**src/rtl/uart_rb_pkg.sv**
```systemverilog
package uart_rb_pkg;

    localparam logic [7:0] OFF_DATA = 8'h00;
    localparam logic [7:0] OFF_IEN  = 8'h01;
    localparam logic [7:0] OFF_IDF  = 8'h02;
    localparam logic [7:0] OFF_LCTL = 8'h03;
    localparam logic [7:0] OFF_LSTA = 8'h05;
    localparam logic [7:0] OFF_MSTA = 8'h06;
    localparam logic [7:0] OFF_MODE = 8'h08;
    localparam logic [7:0] OFF_SSTA = 8'h11;

    // interrupt identification low nibble
    typedef enum logic [3:0] {
        CAUSE_NONE = 4'h1,
        CAUSE_LINE = 4'h6,
        CAUSE_RXD  = 4'h4,
        CAUSE_TXE  = 4'h2,
        CAUSE_MDM  = 4'h0
    } cause_e;

    typedef struct packed {
        logic rhr_thr;
        logic div_lo;
        logic ien;
        logic div_hi;
        logic enh;
        logic iir_fcr;
        logic lctl;
        logic lsta;
        logic msta;
        logic mode;
        logic ssta;
    } sel_t;

    typedef struct packed {
        logic [7:0] lctl;
        logic [7:0] ien;
        logic [7:0] enh;
        logic [7:0] div_lo;
        logic [7:0] div_hi;
        logic [7:0] mode;
        logic       fen;
        logic       rx_rst;
        logic       tx_rst;
        logic [3:0] err;      // 0 overrun, 1 parity, 2 framing, 3 break
        logic       txe_pend;
        logic       mdm_pend;
        logic       txe_prev;
    } regs_t;

endpackage

```
**src/rtl/uart_rb_decode.sv**
```systemverilog
module uart_rb_decode
    import uart_rb_pkg::*;
#(
    parameter int         ADDR_W   = 5,
    parameter logic [7:0] BANK_KEY = 8'hBF
) (
    input  logic [ADDR_W-1:0] addr,
    input  logic [7:0]        lctl,
    output sel_t              sel
);
    logic divisor_bank;
    logic enh_bank;

    always_comb begin
        divisor_bank = lctl[7];
        enh_bank     = (lctl == BANK_KEY);
        sel          = '0;
        sel.rhr_thr  = (addr == ADDR_W'(OFF_DATA)) && !divisor_bank;
        sel.div_lo   = (addr == ADDR_W'(OFF_DATA)) &&  divisor_bank;
        sel.ien      = (addr == ADDR_W'(OFF_IEN))  && !divisor_bank;
        sel.div_hi   = (addr == ADDR_W'(OFF_IEN))  &&  divisor_bank;
        sel.enh      = (addr == ADDR_W'(OFF_IDF))  &&  enh_bank;
        sel.iir_fcr  = (addr == ADDR_W'(OFF_IDF))  && !enh_bank;
        sel.lctl     = (addr == ADDR_W'(OFF_LCTL));
        sel.lsta     = (addr == ADDR_W'(OFF_LSTA));
        sel.msta     = (addr == ADDR_W'(OFF_MSTA));
        sel.mode     = (addr == ADDR_W'(OFF_MODE));
        sel.ssta     = (addr == ADDR_W'(OFF_SSTA));
    end
endmodule

```
**src/rtl/uart_rb_irq.sv**
```systemverilog
module uart_rb_irq
    import uart_rb_pkg::*;
(
    input  logic [3:0] ien,
    input  logic       err_any,
    input  logic       rx_avail,
    input  logic       txe_pend,
    input  logic       mdm_pend,
    input  logic       fen,
    output cause_e     cause,
    output logic [7:0] iir,
    output logic       irq
);
    always_comb begin
        if (ien[2] && err_any)       cause = CAUSE_LINE;
        else if (ien[0] && rx_avail) cause = CAUSE_RXD;
        else if (ien[1] && txe_pend) cause = CAUSE_TXE;
        else if (ien[3] && mdm_pend) cause = CAUSE_MDM;
        else                         cause = CAUSE_NONE;
        iir = {fen, fen, 2'b00, cause};
        irq = (cause != CAUSE_NONE);
    end
endmodule

```
**src/rtl/uart_regbank.sv**
```systemverilog
module uart_regbank
    import uart_rb_pkg::*;
#(
    parameter int         ADDR_W    = 5,
    parameter logic [7:0] BANK_KEY  = 8'hBF,
    parameter logic [7:0] MODE_INIT = 8'h07
) (
    input  logic              clk,
    input  logic              rst_n,
    input  logic [ADDR_W-1:0] addr,
    input  logic              rd_en,
    input  logic              wr_en,
    input  logic [7:0]        wdata,
    output logic [7:0]        rdata,
    output logic              tx_wr,
    output logic [7:0]        tx_data,
    output logic              rx_pop,
    input  logic [7:0]        rx_head,
    input  logic              rx_empty,
    input  logic              rx_overrun,
    input  logic              rx_parity_err,
    input  logic              rx_frame_err,
    input  logic              rx_break,
    input  logic              tx_fifo_empty,
    input  logic              tx_shift_empty,
    input  logic              tx_fifo_full,
    input  logic              modem_change,
    input  logic [7:0]        modem_stat,
    output logic [1:0]        word_len,
    output logic              two_stop,
    output logic              parity_en,
    output logic              even_parity,
    output logic              break_ctl,
    output logic [15:0]       divisor,
    output logic              fifo_en,
    output logic              rx_fifo_rst,
    output logic              tx_fifo_rst,
    output logic              sleep_en,
    output logic [7:0]        mode_sel,
    output logic              irq
);
    localparam regs_t REGS_RESET = '{
        lctl: 8'h00, ien: 8'h00, enh: 8'h00, div_lo: 8'h00, div_hi: 8'h00,
        mode: MODE_INIT, fen: 1'b0, rx_rst: 1'b0, tx_rst: 1'b0, err: 4'h0,
        txe_pend: 1'b0, mdm_pend: 1'b0, txe_prev: 1'b1
    };

    regs_t      r_q, r_d;
    sel_t       sel;
    cause_e     cause;
    logic [7:0] iir_w;
    logic [7:0] lsta_w;
    logic       irq_w;

    uart_rb_decode #(.ADDR_W(ADDR_W), .BANK_KEY(BANK_KEY)) u_decode (
        .addr (addr),
        .lctl (r_q.lctl),
        .sel  (sel)
    );

    uart_rb_irq u_irq (
        .ien      (r_q.ien[3:0]),
        .err_any  (|r_q.err),
        .rx_avail (!rx_empty),
        .txe_pend (r_q.txe_pend),
        .mdm_pend (r_q.mdm_pend),
        .fen      (r_q.fen),
        .cause    (cause),
        .iir      (iir_w),
        .irq      (irq_w)
    );

    // line status view
    always_comb begin
        lsta_w = {1'b0, tx_fifo_empty && tx_shift_empty, tx_fifo_empty,
                  r_q.err, !rx_empty};
    end

    // read mux
    always_comb begin
        rdata = 8'h00;
        if (rd_en) begin
            unique case (1'b1)
                sel.rhr_thr: rdata = rx_head;
                sel.div_lo:  rdata = r_q.div_lo;
                sel.ien:     rdata = r_q.ien;
                sel.div_hi:  rdata = r_q.div_hi;
                sel.enh:     rdata = r_q.enh;
                sel.iir_fcr: rdata = iir_w;
                sel.lctl:    rdata = r_q.lctl;
                sel.lsta:    rdata = lsta_w;
                sel.msta:    rdata = modem_stat;
                sel.mode:    rdata = r_q.mode;
                sel.ssta:    rdata = {7'b0, tx_fifo_full};
                default:     rdata = 8'h00;
            endcase
        end
    end

    // next state
    always_comb begin
        r_d        = r_q;
        r_d.rx_rst = 1'b0;
        r_d.tx_rst = 1'b0;
        if (wr_en) begin
            if (sel.div_lo) r_d.div_lo = wdata;
            if (sel.div_hi) r_d.div_hi = wdata;
            if (sel.ien)
                r_d.ien = {3'b000, r_q.enh[4] ? wdata[4] : r_q.ien[4], wdata[3:0]};
            if (sel.enh)  r_d.enh  = wdata;
            if (sel.lctl) r_d.lctl = wdata;
            if (sel.mode) r_d.mode = wdata;
            if (sel.iir_fcr) begin
                r_d.fen    = wdata[0];
                r_d.rx_rst = wdata[1];
                r_d.tx_rst = wdata[2];
            end
        end
        if (rd_en && sel.lsta) r_d.err = 4'h0;
        r_d.err = r_d.err | {rx_break, rx_frame_err, rx_parity_err, rx_overrun};
        if ((wr_en && sel.rhr_thr) || (rd_en && sel.iir_fcr && cause == CAUSE_TXE))
            r_d.txe_pend = 1'b0;
        if (tx_fifo_empty && !r_q.txe_prev)
            r_d.txe_pend = 1'b1;
        if (rd_en && sel.msta) r_d.mdm_pend = 1'b0;
        if (modem_change)      r_d.mdm_pend = 1'b1;
        r_d.txe_prev = tx_fifo_empty;
    end

    always_ff @(posedge clk or negedge rst_n) begin
        if (!rst_n) r_q <= REGS_RESET;
        else        r_q <= r_d;
    end

    assign tx_wr       = wr_en && sel.rhr_thr;
    assign tx_data     = wdata;
    assign rx_pop      = rd_en && sel.rhr_thr && !rx_empty;
    assign word_len    = r_q.lctl[1:0];
    assign two_stop    = r_q.lctl[2];
    assign parity_en   = r_q.lctl[3];
    assign even_parity = r_q.lctl[4];
    assign break_ctl   = r_q.lctl[6];
    assign divisor     = {r_q.div_hi, r_q.div_lo};
    assign fifo_en     = r_q.fen;
    assign rx_fifo_rst = r_q.rx_rst;
    assign tx_fifo_rst = r_q.tx_rst;
    assign sleep_en    = r_q.ien[4];
    assign mode_sel    = r_q.mode;
    assign irq         = irq_w;

endmodule

```
**config.mk**
```make
export PLATFORM = sky130hd
export DESIGN_NAME = uart_regbank
export DESIGN_NICKNAME = d
export VERILOG_FILES = /design/src/rtl/uart_rb_pkg.sv /design/src/rtl/uart_rb_decode.sv /design/src/rtl/uart_rb_irq.sv /design/src/rtl/uart_regbank.sv
export SDC_FILE = /design/constraint.sdc
export NUM_CORES = 1
export LEC_CHECK = 0
export ABC_AREA = 1
export BUFFER_PORTS_ARGS = -buffer_cell sky130_fd_sc_hd__clkbuf_2
export CELL_PAD_IN_SITES_DETAIL_PLACEMENT = 2
export CELL_PAD_IN_SITES_GLOBAL_PLACEMENT = 2
export CORE_AREA = 2 2 111 113
export CTS_CLUSTER_SIZE = 12
export DETAILED_ROUTE_END_ITERATION = 8
export DIE_AREA = 0 0 113 115
export GPL_TIMING_DRIVEN = 0
export HOLD_SLACK_MARGIN = 0.15
export PLACE_DENSITY_LB_ADDON = 0.3
export SYNTH_ARGS = -nofsm -noshare
export SYNTH_HDL_FRONTEND = slang
export SYNTH_SLANG_ARGS = --single-unit
```
**constraint.sdc**
```tcl
create_clock -name clk -period 1.9 [get_ports clk]
set_input_delay 0.19 -clock clk [delete_from_list [all_inputs] [get_ports clk]]
set_output_delay 0.19 -clock clk [all_outputs]
set_load 0.01 [all_outputs]
```
## Word level (Yosys, flattened, before mapping)

Cells that the tools add are included.

- Equality and inequality tests: 10
- Muxes and demuxes: 13
- Bitwise gates (word level): 1
- Reductions and logical operators: 36

Operators by type and width:

| operator | number |
|---|---|
| case mux 8 bit (11 select lines) | 1 |
| logical AND 1 bit | 19 |
| two-way mux 4 bit | 4 |
| AND reduction 2 bit | 7 |
| equality test 5 x 2 -> 1 bit (second input constant) | 2 |
| equality test 5 x 3 -> 1 bit (second input constant) | 2 |
| equality test 8 bit (second input constant) | 1 |
| two-way mux 8 bit | 1 |
| equality test 5 x 1 -> 1 bit (second input constant) | 1 |
| equality test 5 x 4 -> 1 bit (second input constant) | 1 |
| equality test 5 bit (second input constant) | 1 |
| logical NOT 5 bit | 1 |
| two-way mux 1 bit | 5 |
| equality test 4 x 2 -> 1 bit (second input constant) | 1 |
| logical NOT 1 bit | 4 |
| two-way mux 2 bit | 2 |
| inequality test 4 x 1 -> 1 bit (second input constant) | 1 |
| bitwise OR 4 bit | 1 |
| nonzero test 2 bit | 2 |
| OR reduction 4 bit | 1 |
| AND reduction 3 bit | 1 |
| logical OR 1 bit | 1 |

- Register bits: 55
- Output and inout port bits: 53
- Word-level logic and storage cells: 74

## Longest topological paths before layout

Gate-level depths: netlist of run 1.

- Depth in word-level cells: 10
- Depth in mapped cells: 9
- Depth with buffers taken out: 9

## Modules after synthesis

A second synthesis of run 1 with hierarchy kept.

- Cell total of the unflattened synthesis: 460
- Area, all modules: 3,321.9 um^2

Modules (own cells, without submodules):

| module | times used | cells an instance | area each (um^2) |
|---|---|---|---|
| uart_regbank | 1 | 401 | 3,027.9 |
| uart_rb_decode | 1 | 37 | 158.9 |
| uart_rb_irq | 1 | 22 | 135.1 |

## Worst setup path after synthesis of run 1

OpenSTA, ideal clock, no wires.

- Kind: register -> output
- From: register r_q[57] (netlist bit)
- To: output port rdata[7]
- Arrival: 1,327 ps
- Data required time: 1,710 ps
- Setup slack: 383 ps
- Stages on the path, launching flop included: 10
- Path through: dfrtp_1 -> buf_4 -> nand2_1 -> inv_1 -> nand2_1 -> nor2_1 -> nand3_1 -> nand2_1 -> nor2_1 -> a21oi_1

- Cells in the longest elaborated chain, start to end: 5

Ends and longest elaborated chain:

| element | line | RTL |
|---|---|---|
| start, declared | uart_regbank.sv:48 | `regs_t r_q, r_d;` |
| start signal, assigned | uart_regbank.sv:132 | `else r_q <= r_d;` |
| equality test 8 bit | uart_rb_decode.sv:16 | `enh_bank = (lctl == BANK_KEY);` |
| logical NOT 1 bit | uart_rb_decode.sv:23 | `sel.iir_fcr = (addr == ADDR_W'(OFF_IDF)) && !enh_bank;` |
| logical AND 1 bit | uart_rb_decode.sv:23 |  |
| case mux 8 bit (11 select lines) (*) | uart_regbank.sv:83 | `unique case (1'b1)` |
| two-way mux 8 bit (*) | uart_regbank.sv:82 | `if (rd_en) begin` |
| end, declared | uart_regbank.sv:14 | `output logic [7:0] rdata,` |

Mark *: on every way between the ends. The rest lies on a longest branch, timed or not.

## Final worst setup path of run 1

- From: register r_q[57] (netlist bit)
- To: output port rdata[1]

The elaborated chain is that of the path after synthesis.

==> results of run 1 <==
## path summary, 6_finish.rpt
check / startpoint / endpoint / slack [ps]
max in group asynchronous: rst_n / word_len[0] / 810
hold / removal: wdata[7] / r_q[41] / 260
setup reg to reg: r_q[57] / r_q[34] / 30
min in group asynchronous: rst_n / mode_sel[5] / 540
setup / recovery: r_q[57] / rdata[1] / -80
hold reg to reg: mode_sel[2] / mode_sel[2] / 510
## stage by stage
stage | hold WS [ps] | utilization (%) | power, uW | cells | setup WS, ps
after floorplan | -106 | - | 1770 | 439 | 383
after global placement | 328 | 32.8 | 2050 | 680 | -226
after detailed placement | 333 | 32.8 | 2080 | 680 | -263
after CTS | 263 | 35.9 | 3180 | 703 | -86.6
after global routing | 288 | 36.3 | 3310 | 707 | -186
final | 255 | 36.3 | 3150 | 707 | -80.8
## metal layers
metal | vias to the layer above | wire, um
met5 | - | 0
met4 | 0 | 117
met3 | 7 | 355
met2 | 63 | 6170
met1 | 1656 | 5610
li1 | 1596 | -
## kinds of logic after synthesis
kind of cell	Yosys count	share of synthesized area, %
flops	55	42.9
buf+inv	85	14.4
compound gates	61	10.1
simple gates	238	32.6
## power groups by stage
| stage | logic (uW) | registers (uW) | clock network [uW] |
|---|---|---|---|
| 3_5_place_dp | 645 | 1440 | 0 |
| 5_1_grt | 806 | 1430 | 1070 |
| 4_1_cts | 722 | 1410 | 1050 |
| 3_3_place_gp | 620 | 1430 | 0 |
| 2_1_floorplan | 365 | 1400 | 0 |
| 6_report | 726 | 1410 | 1010 |
## worst reg2reg max path: stages, from the launching register on
cell and delay (ps):
dfrtp_1 350, buf_6 160, nand2_4 60, nor2_1 150, nand2_2 150, buf_4 180, nor4_4 250, buf_4 190
buf_6 150, a21oi_1 100
## registers in the layout (all words and copies together), names as in the netlist
| register | flops |
|---|---|
| even_parity | 1 |
| rx_fifo_rst | 1 |
| break_ctl | 1 |
| divisor | 16 |
| parity_en | 1 |
| mode_sel | 8 |
| two_stop | 1 |
| r_q | 17 |
| lsta_w | 4 |
| word_len | 2 |
| sleep_en | 1 |
| tx_fifo_rst | 1 |
| fifo_en | 1 |
## repair_timing
item / CTS / global route
pin swaps: 10 / 12
resized for setup: 20 / 12
setup buffers: 7 / 4
endpoints found under the setup margin: 9 / 16
hold buffers: 8 / 0
hold endpoints to repair: 58 / 0
## area by class of cell
type | count | area (um^2)
fillers | 1450 | 7530
multi-input cells | 299 | 1450
flip-flops and latches | 55 | 1380
repair buffers | 113 | 636
plain buffers | 42 | 308
well taps | 147 | 184
inverters | 43 | 165
clock buffers | 6 | 139
clock inverters | 2 | 17.5
## cells in the mapped netlist (all sizes together)
master / count
buf: 40
o21ai: 40
dfstp: 4
nor2: 57
nor4: 2
a21oi: 16
inv: 43
o21bai: 5
nand2: 138
clkbuf: 2
dfrtp: 51
nand4: 7
nand3: 33
nor3: 1
==> impl_metrics.csv, run 1 <==
group,metric,value,unit
worst_setup_path,arrival,1790,ps
timing,finalCritPeriodShare,104,%
power_and_ir_drop,p_sw,994,uW
global_routing,grt_pass1_wl,19200,um
cells_and_area,final_cell_mix,"nand2_1 (130), clkbuf_2 (86), dfrtp_1 (49)",
worst_setup_path,r2r_cells,9,
floorplanning,die-area,13000,um^2
route,drtPass1Iterations,6,
placed_design,portBuffers,94,
placed_design,dp_hpwl,9120,um
global_routing,gr-usage-met3,2.90,%
clocking,path_clk_slew,80,ps
route,antenna_left,0,
logic_synthesis,syn_nets,481,
timing,post-route-min-period,1980,ps
timing,worstMarginPinSlew,810,ps
floorplanning,core-area,11800,um^2
worst_setup_path,path_buf_inv,2,
logic_synthesis,synth_top_area_cell,"dfrtp_1",
worst_hold_path,hold_path_depth,3,
floorplanning,start_util,27.3,%
run,maxCapViolCount,0,
floorplanning,ios,95,
worst_setup_path,path_cells,"buf_6 > nand2_4 > nor2_1 > nand2_2 > nand3_1 > nand2_1 > nor2_1 > a21oi_2 > buf_2",
logic_synthesis,synthTopCellsByArea,"dfrtp_1 (40%), nand2_1 (16%), buf_4 (8.2%)",
status,outcome,"finished with violations",
logic_synthesis,synth_seq_cells,55,
route,dr_total_vias,3322,
global_routing,grtUsageMet1,25.4,%
logic_synthesis,synth_area_per_cell,7.33,um^2
route,wl,12300,um
floorplanning,die_w,113,um
cells_and_area,nNetsFinal,601,
global_routing,grt_overflow,0,
route,vias_per_cell,4.70,
timing,maxSlewViolCount,0,
clocking,cts_buffer_depth,2,
worst_setup_path,cp_top_family,"simple AND/OR/NAND/NOR gates",
cells_and_area,areaGrowthSynthToFinish,33.0,%
route,first_iter_violations,142,
route,drc,3,
floorplanning,core.rowCount,40,
worst_setup_path,start_kind,"flop",
global_routing,grtUsageMet2,33.3,%
global_routing,grt_antenna_before_repair,0,
timing,grt_setup_unrepaired,"yes",
global_routing,grt_pass1_vias,3522,
timing,maxSlewHeadroom,46.0,%
placed_design,place_area,3880,um^2
worst_setup_path,cp.depth,9,
global_routing,grt_use_total,19.2,%
cells_and_area,diodes,0,
clocking,cts_tree,"built",
power_and_ir_drop,p_int,2160,uW
worst_setup_path,crit_type,"flop to primary output",
timing,setup_viol,8,
power_and_ir_drop,pwr-share-seq,44.8,%
clocking,clock-sinks,55,
worst_setup_path,crit_path_frequent_cell,"nor2_1",
timing,clock-skew-final,10.9,ps
floorplanning,fp.dieH,115,um
logic_synthesis,syn_area,3220,um^2
timing,hold_viol,0,
placed_design,gp_congestion,0.841,
cells_and_area,final_common_cell,"nand2_1",
power_and_ir_drop,p_leak,0.00231,uW
clocking,cts_buffers,5,
cells_and_area,drive_gt1_share,34.6,%
global_routing,busiest_layer,"met2",
global_routing,grt_max_degree,56,
worst_setup_path,worstSetupEndpointType,"primary output",
cells_and_area,design_area,4280,um^2
timing,fmax,505,MHz
worst_setup_path,path_max_fanout,6,
timing,finalWorstSetupSlack,-80.8,ps
timing,tns,-521,ps
logic_synthesis,synth_top_area_share,39.6,%
worst_setup_path,required,1710,ps
worst_hold_path,min_path_type,"primary input to flop",
power_and_ir_drop,irDropWorstVdd,402,uV
power_and_ir_drop,power_density,737,nW/um^2
route,wl_per_cell,17.3,um
logic_synthesis,synth_warnings,0,
clocking,htreeDepth,2,
status,failed_checks,"design-rule violations, negative setup slack",
worst_setup_path,cp_slowest_cell,"dfrtp_1",
clocking,clk_latency,310,ps
clocking,cts_root_buffer,"clkbuf_16",
logic_synthesis,synth_cells,439,
power_and_ir_drop,power_frac_comb,23.0,%
power_and_ir_drop,swShare,31.5,%
power_and_ir_drop,p_clk_share,32.2,%
worst_setup_path,max_stage_delay,350,ps
logic_synthesis,synth_cell_types,26,
logic_synthesis,yosysSeqAreaShare,42.9,%
Note: power is estimated with default switching activity, not from simulation.
==> run 2: changes to the inputs <==
==> constraint.sdc (replaced) <==
create_clock -name clk -period 1.9 [get_ports clk]
set_input_delay 0.095 -clock clk [delete_from_list [all_inputs] [get_ports clk]]
set_output_delay 0.095 -clock clk [all_outputs]
set_load 0.01 [all_outputs]
==> run 2 against run 1 <==
The run ends with design-rule violations left. Combinational power is essentially flat. Clock power about the same. Sequential share of layout area is 0.19 points lower. Count of clock-buffer cells in the layout did not move. Global-route usage about the same. Largest power group unchanged.
==> impl_metrics.csv, run 2 (synthesized netlist as in run 1, its figures left out) <==
group,metric,value,unit
status,outcome,"finished with violations",
status,failed_checks,"design-rule violations",
global_routing,grt_use_total,19.2,%
route,vias_per_cell,4.71,
worst_setup_path,r2r-end,"r_q[34]",
floorplanning,start_util,27.3,%
floorplanning,fp.dieH,115,um
clocking,cts_tree,"built",
power_and_ir_drop,pwr-share-seq,44.9,%
timing,hold_viol,0,
worst_setup_path,arrival,1790,ps
cells_and_area,diodes,0,
cells_and_area,areaGrowthSynthToFinish,33.9,%
timing,worstMarginPinSlew,810,ps
worst_setup_path,r2r_cells,9,
route,dr_total_vias,3343,
placed_design,place_area,3880,um^2
cells_and_area,regMostFlops,"r_q",
power_and_ir_drop,p_sw,1000,uW
worst_setup_path,cp.depth,10,
cells_and_area,final_common_cell,"nand2_1",
power_and_ir_drop,p_clk_share,32.1,%
clocking,cts_root_buffer,"clkbuf_16",
cells_and_area,design_area,4310,um^2
route,first_iter_violations,153,
route,drc,3,
worst_setup_path,cp_slowest_cell,"dfrtp_1",
floorplanning,core-area,11800,um^2
global_routing,grt_pass1_wl,19200,um
worst_setup_path,crit_type,"flop to primary output",
worst_setup_path,path_cells,"buf_6 > nand2_4 > inv_2 > nand2_2 > nor2_4 > nand3_1 > nand2_1 > nor2_1 > a21oi_1 > buf_2",
floorplanning,ios,95,
cells_and_area,nNetsFinal,604,
worst_setup_path,timing.reg2reg.setup_slack,70,ps
placed_design,dp_hpwl,9120,um
route,wl,12500,um
timing,fmax,531,MHz
clocking,htreeDepth,2,
cells_and_area,drive_gt1_share,35.2,%
worst_hold_path,min_path_type,"primary input to flop",
global_routing,grt_max_degree,56,
worst_setup_path,worstSetupEndpointType,"primary output",
power_and_ir_drop,p_leak,0.00233,uW
worst_setup_path,required,1800,ps
worst_setup_path,start_kind,"flop",
power_and_ir_drop,power_density,735,nW/um^2
timing,tns,0,ps
route,wl_per_cell,17.5,um
floorplanning,die-area,13000,um^2
cells_and_area,largest_reg_flops,17,
global_routing,grt_overflow,0,
worst_setup_path,cp_top_family,"simple AND/OR/NAND/NOR gates",
timing,maxSlewHeadroom,46.0,%
power_and_ir_drop,p_int,2170,uW
floorplanning,die_w,113,um
worst_setup_path,max_stage_delay,350,ps
power_and_ir_drop,irDropWorstVdd,407,uV
worst_setup_path,path_buf_inv,3,
timing,post-route-min-period,1880,ps
worst_setup_path,path_max_fanout,8,
clocking,cts_buffer_depth,2,
clocking,path_clk_slew,80,ps
timing,setup_viol,0,
global_routing,grt_antenna_before_repair,0,
timing,finalCritPeriodShare,99.1,%
run,maxCapViolCount,0,
worst_setup_path,crit_end,"rdata[7]",
cells_and_area,final_cell_mix,"nand2_1 (130), clkbuf_2 (86), dfrtp_1 (48)",
worst_setup_path,cp-startpoint,"r_q[57]",
timing,clock-skew-final,9.61,ps
cells_and_area,finish.utilization,36.5,%
clocking,clk_latency,310,ps
worst_setup_path,r2r_start,"r_q[57]",
placed_design,portBuffers,94,
timing,grt_setup_unrepaired,"yes",
clocking,clock-sinks,55,
floorplanning,core.rowCount,40,
global_routing,grt_pass1_vias,3514,
power_and_ir_drop,power_frac_comb,23.0,%
clocking,cts_buffers,5,
placed_design,gp_congestion,0.841,
power_and_ir_drop,swShare,31.6,%
timing,maxSlewViolCount,0,
route,drtPass1Iterations,6,
route,antenna_left,0,
==> run 2: area by class of cell <==
| type | instances | area (um^2) |
|---|---|---|
| inverter | 43 | 165 |
| sequential | 55 | 1390 |
| fill | 1455 | 7500 |
| tap | 147 | 184 |
| clock buffer | 6 | 139 |
| timing repair buffer | 116 | 671 |
| buffer | 42 | 305 |
| clock inverter | 2 | 17.5 |
| multi-input combinational | 299 | 1440 |
==> run 2: tightest hold or removal path, cell delays in order <==
cell and delay (ps):
clkbuf_2 90, inv_1 100, a21oi_1 140
==> run 2: how the worst min path moves through the flow <==
stage             startpoint        end  slack [ps]  cells after the start
6_report            wdata[7]    r_q[41]         160                      3
3_3_place_gp   tx_fifo_empty     r_q[0]         230                      1
3_5_place_dp   tx_fifo_empty     r_q[0]         240                      1
5_1_grt             wdata[7]    r_q[41]         190                      3
2_1_floorplan          rst_n  break_ctl        -200                      0
4_1_cts             wdata[4]    r_q[38]         170                      3
==> run 2: power by group through the flow <==
stage	Clock [uW]	Sequential [uW]	Combinational (uW)
2_1_floorplan	0	1400	365
3_3_place_gp	0	1430	620
3_5_place_dp	0	1440	645
4_1_cts	1050	1420	688
5_1_grt	1080	1440	809
6_report	1020	1420	728
==> run 2: stage by stage <==
step,setup slack [ps],power [uW],hold slack (ps),instances
final,16.7,3170,159,710
after detailed placement,-72.5,2080,238,680
after global placement,-35.9,2050,233,680
after CTS,3.63,3150,168,700
after global routing,-97.5,3330,193,710
after floorplan,469,1770,-201,439
==> run 2: what timing repair did <==
item                                    4_1_cts  5_1_grt
gates cloned                                  0        0
pin swaps                                     4       10
endpoints found under the hold margin        58        0
resized for setup                            13       18
setup buffers                                 4       10
endpoints found under the setup margin        8       16
hold buffers                                  8        0
==> run 2: metal layers <==
| metal | track usage, % | share of wire [%] | vias to the layer above | wire (um) |
|---|---|---|---|---|
| met4 | 4.15 | 1.3 | 0 | 159 |
| met5 | 0 | 0 | - | 0 |
| met3 | 2.90 | 3.5 | 8 | 435 |
| met2 | 33.4 | 50 | 66 | 6250 |
| met1 | 25.5 | 45 | 1671 | 5610 |
| li1 | - | - | 1598 | - |
